<file path="src/rtl/tod_alarm_pkg.sv">
package tod_alarm_pkg;

   typedef struct packed {
      logic [6:0] sec;
      logic [6:0] min;
      logic [6:0] hour;
      logic [2:0] wday;
      logic [5:0] mday;
   } tod_t;

   // Reduce a BCD hour field (bit 6 = 12-hour format) to a 0..23 binary value.
   function automatic logic [4:0] hour_norm(input logic [6:0] h);
      logic [4:0] ones;
      logic [4:0] v;
      ones = {1'b0, h[3:0]};
      if (h[6]) begin
         v = (h[4] ? 5'd10 : 5'd0) + ones;
         if (v == 5'd12) v = 5'd0;
         if (h[5]) v = v + 5'd12;
      end else begin
         v = (h[5] ? 5'd20 : (h[4] ? 5'd10 : 5'd0)) + ones;
      end
      return v;
   endfunction

endpackage

</file>
<file path="src/rtl/tod_alarm_regs.sv">
module tod_alarm_regs #(
   parameter int ADDR_W    = 4,
   parameter int A1_BYTES  = 4,
   parameter int A2_BYTES  = 3,
   parameter int A1_BASE   = 0,
   parameter int A2_BASE   = 4,
   parameter int CTRL_ADDR = 7,
   parameter int MODE_BIT  = 2
) (
   input  logic                     clk,
   input  logic                     rst_n,
   input  logic                     we_i,
   input  logic [ADDR_W-1:0]        addr_i,
   input  logic [7:0]               wdata_i,
   output logic [A1_BYTES-1:0][7:0] a1_o,
   output logic [A2_BYTES-1:0][7:0] a2_o,
   output logic                     mode_o,
   output logic [1:0]               en_o
);

   localparam logic [ADDR_W-1:0] CTRL_A = ADDR_W'(CTRL_ADDR);

   if (MODE_BIT < 2 || MODE_BIT > 7) begin : g_bad_mode_bit
      $error("tod_alarm_regs: MODE_BIT must lie in 2..7");
   end
   if ((A1_BASE + A1_BYTES > A2_BASE) || (A2_BASE + A2_BYTES > CTRL_ADDR)) begin : g_bad_map
      $error("tod_alarm_regs: register windows overlap");
   end

   for (genvar i = 0; i < A1_BYTES; i++) begin : g_a1
      localparam logic [ADDR_W-1:0] ADR = ADDR_W'(A1_BASE + i);
      always_ff @(posedge clk or negedge rst_n) begin
         if (!rst_n)                     a1_o[i] <= 8'h00;
         else if (we_i && addr_i == ADR) a1_o[i] <= wdata_i;
      end
   end

   for (genvar i = 0; i < A2_BYTES; i++) begin : g_a2
      localparam logic [ADDR_W-1:0] ADR = ADDR_W'(A2_BASE + i);
      always_ff @(posedge clk or negedge rst_n) begin
         if (!rst_n)                     a2_o[i] <= 8'h00;
         else if (we_i && addr_i == ADR) a2_o[i] <= wdata_i;
      end
   end

   always_ff @(posedge clk or negedge rst_n) begin
      if (!rst_n) begin
         mode_o <= 1'b1;
         en_o   <= 2'b00;
      end else if (we_i && addr_i == CTRL_A) begin
         mode_o <= wdata_i[MODE_BIT];
         en_o   <= wdata_i[1:0];
      end
   end

endmodule

</file>
<file path="src/rtl/tod_alarm_match.sv">
module tod_alarm_match
   import tod_alarm_pkg::*;
#(
   parameter int NBYTES  = 4,
   parameter bit HAS_SEC = 1'b1
) (
   input  logic [NBYTES-1:0][7:0] alarm_i,
   input  tod_t                   now_i,
   output logic                   match_o
);

   localparam int OFS  = HAS_SEC ? 0 : 1;
   localparam int IMIN = 1 - OFS;
   localparam int IHR  = 2 - OFS;
   localparam int IDD  = 3 - OFS;

   if (NBYTES != (HAS_SEC ? 4 : 3)) begin : g_bad_nbytes
      $error("tod_alarm_match: NBYTES does not fit HAS_SEC");
   end

   logic sec_ok, min_ok, hr_ok, dd_ok, dd_eq;

   if (HAS_SEC) begin : g_sec_field
      always_comb sec_ok = alarm_i[0][7] | (alarm_i[0][6:0] == now_i.sec);
   end else begin : g_sec_zero
      always_comb sec_ok = (now_i.sec == 7'h00);
   end

   always_comb begin
      min_ok = alarm_i[IMIN][7] | (alarm_i[IMIN][6:0] == now_i.min);
      hr_ok  = alarm_i[IHR][7]
             | (hour_norm(alarm_i[IHR][6:0]) == hour_norm(now_i.hour));
      if (alarm_i[IDD][6]) dd_eq = (alarm_i[IDD][3:0] == {1'b0, now_i.wday});
      else                 dd_eq = (alarm_i[IDD][5:0] == now_i.mday);
      dd_ok   = alarm_i[IDD][7] | dd_eq;
      match_o = sec_ok & min_ok & hr_ok & dd_ok;
   end

endmodule

</file>
<file path="src/rtl/tod_alarm_flags.sv">
module tod_alarm_flags #(
   parameter int N_ALARM = 2
) (
   input  logic               clk,
   input  logic               rst_n,
   input  logic [N_ALARM-1:0] hit_i,
   input  logic               clr_we_i,
   input  logic [N_ALARM-1:0] keep_i,
   input  logic               mode_i,
   input  logic [N_ALARM-1:0] en_i,
   input  logic               sqw_i,
   output logic [N_ALARM-1:0] flag_o,
   output logic               pin_n_o
);

   if (N_ALARM < 1) begin : g_bad_n
      $error("tod_alarm_flags: N_ALARM must be at least 1");
   end

   for (genvar i = 0; i < N_ALARM; i++) begin : g_flag
      always_ff @(posedge clk or negedge rst_n) begin
         if (!rst_n)        flag_o[i] <= 1'b0;
         else if (hit_i[i]) flag_o[i] <= 1'b1;
         else if (clr_we_i) flag_o[i] <= flag_o[i] & keep_i[i];
      end
   end

   always_comb pin_n_o = mode_i ? ~|(flag_o & en_i) : sqw_i;

endmodule

</file>
<file path="src/rtl/tod_alarm_unit.sv">
module tod_alarm_unit
   import tod_alarm_pkg::*;
#(
   parameter int ADDR_W    = 4,
   parameter int A1_BASE   = 0,
   parameter int A2_BASE   = 4,
   parameter int CTRL_ADDR = 7,
   parameter int FLAG_ADDR = 8
) (
   input  logic              clk,
   input  logic              rst_n,
   input  logic              tick_i,
   input  logic [6:0]        now_sec_i,
   input  logic [6:0]        now_min_i,
   input  logic [6:0]        now_hour_i,
   input  logic [2:0]        now_wday_i,
   input  logic [5:0]        now_mday_i,
   input  logic              cfg_we_i,
   input  logic [ADDR_W-1:0] cfg_addr_i,
   input  logic [7:0]        cfg_wdata_i,
   input  logic              sqw_i,
   output logic [1:0]        flag_o,
   output logic              irq_n_o
);

   localparam int A1_BYTES = 4;
   localparam int A2_BYTES = 3;
   localparam logic [ADDR_W-1:0] FLAG_A = ADDR_W'(FLAG_ADDR);

   if (FLAG_ADDR >= (1 << ADDR_W) || CTRL_ADDR >= (1 << ADDR_W)) begin : g_bad_addr
      $error("tod_alarm_unit: register address does not fit ADDR_W");
   end
   if (FLAG_ADDR == CTRL_ADDR) begin : g_bad_flag_addr
      $error("tod_alarm_unit: flag and control addresses collide");
   end

   logic [A1_BYTES-1:0][7:0] a1_q;
   logic [A2_BYTES-1:0][7:0] a2_q;
   logic                     mode_q;
   logic [1:0]               en_q;
   logic [1:0]               match;
   logic [1:0]               hit;
   logic                     clr_we;
   tod_t                     now;

   always_comb begin
      now.sec  = now_sec_i;
      now.min  = now_min_i;
      now.hour = now_hour_i;
      now.wday = now_wday_i;
      now.mday = now_mday_i;
      hit      = tick_i ? match : 2'b00;
      clr_we   = cfg_we_i && (cfg_addr_i == FLAG_A);
   end

   tod_alarm_regs #(
      .ADDR_W(ADDR_W), .A1_BYTES(A1_BYTES), .A2_BYTES(A2_BYTES),
      .A1_BASE(A1_BASE), .A2_BASE(A2_BASE), .CTRL_ADDR(CTRL_ADDR), .MODE_BIT(2)
   ) u_regs (
      .clk(clk), .rst_n(rst_n), .we_i(cfg_we_i), .addr_i(cfg_addr_i),
      .wdata_i(cfg_wdata_i), .a1_o(a1_q), .a2_o(a2_q), .mode_o(mode_q), .en_o(en_q)
   );

   tod_alarm_match #(.NBYTES(A1_BYTES), .HAS_SEC(1'b1)) u_match1 (
      .alarm_i(a1_q), .now_i(now), .match_o(match[0])
   );

   tod_alarm_match #(.NBYTES(A2_BYTES), .HAS_SEC(1'b0)) u_match2 (
      .alarm_i(a2_q), .now_i(now), .match_o(match[1])
   );

   tod_alarm_flags #(.N_ALARM(2)) u_flags (
      .clk(clk), .rst_n(rst_n), .hit_i(hit), .clr_we_i(clr_we),
      .keep_i(cfg_wdata_i[1:0]), .mode_i(mode_q), .en_i(en_q), .sqw_i(sqw_i),
      .flag_o(flag_o), .pin_n_o(irq_n_o)
   );

endmodule

</file>
<file path="config.mk">
export PLATFORM = sky130hd
export DESIGN_NAME = tod_alarm_unit
export DESIGN_NICKNAME = d
export VERILOG_FILES = /design/src/rtl/tod_alarm_pkg.sv /design/src/rtl/tod_alarm_regs.sv /design/src/rtl/tod_alarm_match.sv /design/src/rtl/tod_alarm_flags.sv /design/src/rtl/tod_alarm_unit.sv
export SDC_FILE = /design/constraint.sdc
export NUM_CORES = 1
export LEC_CHECK = 0
export BUFFER_PORTS_ARGS = -buffer_cell sky130_fd_sc_hd__buf_2
export CORE_ASPECT_RATIO = 0.8
export CORE_MARGIN = 5
export CORE_UTILIZATION = 58
export DETAILED_ROUTE_END_ITERATION = 16
export GPL_ROUTABILITY_DRIVEN = 0
export GPL_TIMING_DRIVEN = 0
export PLACE_DENSITY = 0.77
export SLEW_MARGIN = 20
export SYNTH_ARGS = -nofsm -noshare
export SYNTH_HDL_FRONTEND = slang
export SYNTH_SLANG_ARGS = --single-unit
export TNS_END_PERCENT = 100
</file>
<file path="constraint.sdc">
create_clock -name clk -period 2.8 [get_ports clk]
set_input_delay 0.42 -clock clk [delete_from_list [all_inputs] [get_ports clk]]
set_output_delay 0.42 -clock clk [all_outputs]
set_load 0.05 [all_outputs]
</file>
==> results.tsv <==
stage	metric	value	unit
run_status	outcome	finished, final reports clean	
clocking	Post-CTS Setup Bufs	0	
critical_path	WS Path Type	flop to flop	
route	DRT Wirelength	8230	um
route	Iteration-0 DRC Markers	144	
sta	fmax	0.375	GHz
clocking	TritonCTS clock tree	built	
pwr	Pleak	1.93	nW
grt	initial antenna violation count	0	
finish	final-layout fill cell count	507	
sta	period utilisation layout	95.3	%
clocking	Reg clk slew, reported paths	0.08	ns
sta	worst hold margin	0.144	ns
grt	number of global-route vias before repair	2726	
sta	RSZ-0062 raised after global routing	no	
critical_path	required time worst endpoint	3.06	ns
route	met2 routed WL	3720	um
synthesis	Mean Syn Cell Area	11.7	um^2
synthesis	Post-synth EDFFs	0	
finish	Core Util, Final	68.4	%
place	HPWL Detailed	6320	um
finish	layout cells sized above 1	35.6	%
critical_path	r2r endpoint	u_flags.flag_o[0]	
worst_hold_path	min-delay worst type	input port to asynchronous set/reset pin	
sta	Rel. slew slack	49.6	%
sta	worst slew pin tran	0.756	ns
floorplanning	Die X	101	um
floorplanning	IO Count	50	
clocking	Hold Buf Count CTS	0	
route	vias per std cell	5.83	
synthesis	largest area contributor in the netlist	dfrtp_1	
clocking	CTS Buffer Depth	2	
synthesis	Yosys cell types	47	
clocking	Worst-Skew Late Latency	0.33	ns
finish	Antenna diodes	0	
route	Top Metal Used	met4	
clocking	Root Buffer	clkbuf_8	
sta	skew final	0.0151	ns
sta	min Tclk post-route	2.67	ns
clocking	CTS Sinks	61	
synthesis	synthesized flop and latch total	61	
route	WL/cell	17.4	um
run	max_cap viols	0	
sta	Final Hold Viols	0	
floorplanning	Die ar.	8340	um^2
critical_path	crit-path max FO	3	
critical_path	reg2reg setup slack	0.13	ns
finish	fin nets	456	
sta	Slew Limit Fails	0	
floorplanning	starting density of the core	59.7	%
route	M1 WL	3910	um
clocking	htree depth	3	
finish	P&R area growth vs syn	14.5	%
sta	Setup Viol. Count Final	0	
synthesis	Seq/Total Area, Yosys	39.9	%
pwr	PD cells	718	nW/um^2
grt	largest net degree at the start of global routing	62	
synthesis	Synth Cell Area	3830	um^2
grt	grt ovf	0	
route	wire length on met3	513	um
critical_path	CP endpoint kind	flop	
route	DRT Pass-1 Iters	4	
synthesis	Yosys Warn Count	0	
clocking	total CTS buffers	9	
finish	most frequent cells in the layout	mux2_2, dfrtp_1, buf_2	
floorplanning	Core Box Area	6410	um^2
grt	Tot GR Track Use	21.1	%
floorplanning	Die H	82.7	um
synthesis	Gate Count Post-Synth	328	
synthesis	Synth top area share	39.2	%
critical_path	crit path from	u_regs.a1_o[17]	
synthesis	share of async-settable or async-resettable flops after synthesis	100	%
route	Final ANT Viol Nets	0	
synthesis	Primary FF master, synth	dfrtp_1	
route	via count	2763	
critical_path	Crit Reg-Reg Startpoint	u_regs.a1_o[17]	
critical_path	CP Data Arrival Time	2.93	ns
pwr	maximum VDD drop	0.406	mV
grt	first-pass GRT wire length	13400	um
critical_path	worst r2r path cells	12	
critical_path	CP startpoint kind	flop	
synthesis	syn nets	399	
place	# port buffers	46	
floorplanning	Rows	26	
sta	setup TNS	0	ns
synthesis	Synth area leaders	dfrtp_1, mux2_2, xnor2_1, ha_1, xor2_1	
route	DRC	0	
==> report_power, final <==
part	switching (mW)	internal [mW]	total (mW)	leakage, nW
clock	0.348	0.342	0.689	0.0880
sequential	0.179	1.09	1.27	0.749
combinational	0.584	0.606	1.19	1.10
total	1.11	2.04	3.15	1.93
==> metrics by stage <==
stage | area, um^2 | std cells | power [mW] | worst slack, ns
CTS | 4350 | 474 | 3.12 | 0.0532
detailed placement | 4170 | 458 | 2.43 | -0.405
global placement | 4160 | 458 | 2.36 | -0.299
global route | 4380 | 474 | 3.37 | 0.0187
finish | 4380 | 474 | 3.15 | 0.131
floorplan | 3830 | 328 | 2.13 | 0.164
==> worst max-delay path by stage <==
stage,to,slack (ns)
2_1_floorplan,u_flags.flag_o[1],0.16
3_3_place_gp,u_flags.flag_o[0],-0.30
3_5_place_dp,u_flags.flag_o[0],-0.41
4_1_cts,u_flags.flag_o[1],0.05
5_1_grt,u_flags.flag_o[0],0.02
6_report,u_flags.flag_o[0],0.13
==> metal layers <==
metal  GRT usage, %  up-vias
li1               -     1308
met1           30.3     1367
met2           32.2       78
met3           5.29       10
met4           4.85        0
met5              0        -
==> flip-flops by register name, indices dropped and copies added, names as in the netlist <==
name	cells
u_regs.a1_o	32
u_regs.a2_o	24
u_regs.mode_o	1
u_regs.en_o	2
u_flags.flag_o	2
==> Yosys cell counts (3+ instances only) <==
cell and n:
dfrtp_1 60, mux2_2 60, xnor2_1 35, xor2_1 25, ha_1 21, nand2_1 12
nor2_1 12, a21oi_1 9, nor4_1 7, a31oi_1 6, clkbuf_1 5, mux2i_1 5
nand2b_1 5, nand3_1 5, nor3b_1 5, and3_1 4, nand4_1 4, nor2b_1 4
a211oi_1 3, a41oi_1 3, fa_1 3, nand3b_1 3, o21ai_0 3
==> layout make-up <==
cell class | instances | area [um^2] | share of cell area, %
Multi-Input combinational cell | 259 | 2310 | 52.7
Sequential cell | 61 | 1530 | 34.9
Timing Repair Buffer | 46 | 233 | 5.31
Clock buffer | 10 | 138 | 3.14
Tap cell | 84 | 105 | 2.40
Clock inverter | 6 | 38.8 | 0.885
Buffer | 7 | 28.8 | 0.657
Inverter | 1 | 3.75 | 0.0856
==> critical path, cell delays in order, from the launching register on <==
cell and delay (ns):
dfrtp_1 0.41, ha_1 0.23, ha_1 0.32, nor3b_2 0.18, nand3_1 0.13, nand2_1 0.08
ha_1 0.19, nand2b_1 0.14, xnor2_1 0.15, a211oi_2 0.30, xnor2_1 0.17, a41oi_2 0.16
o21ai_1 0.15
==> kinds of logic after synthesis <==
family	share of synthesized area [%]
xor+xnor	13.7
mux	19.0
flops	39.9
compound gates	6.86
fa+ha+maj	8.43
buf+inv	0.850
simple gates	11.3
==> repair_timing <==
item | in CTS | in global routing
setup endpoints to repair | 2 | 2
endpoints found under the hold margin | 0 | 0
resized for setup | 2 | 5
No activity file was read; power rests on OpenSTA's default activity.
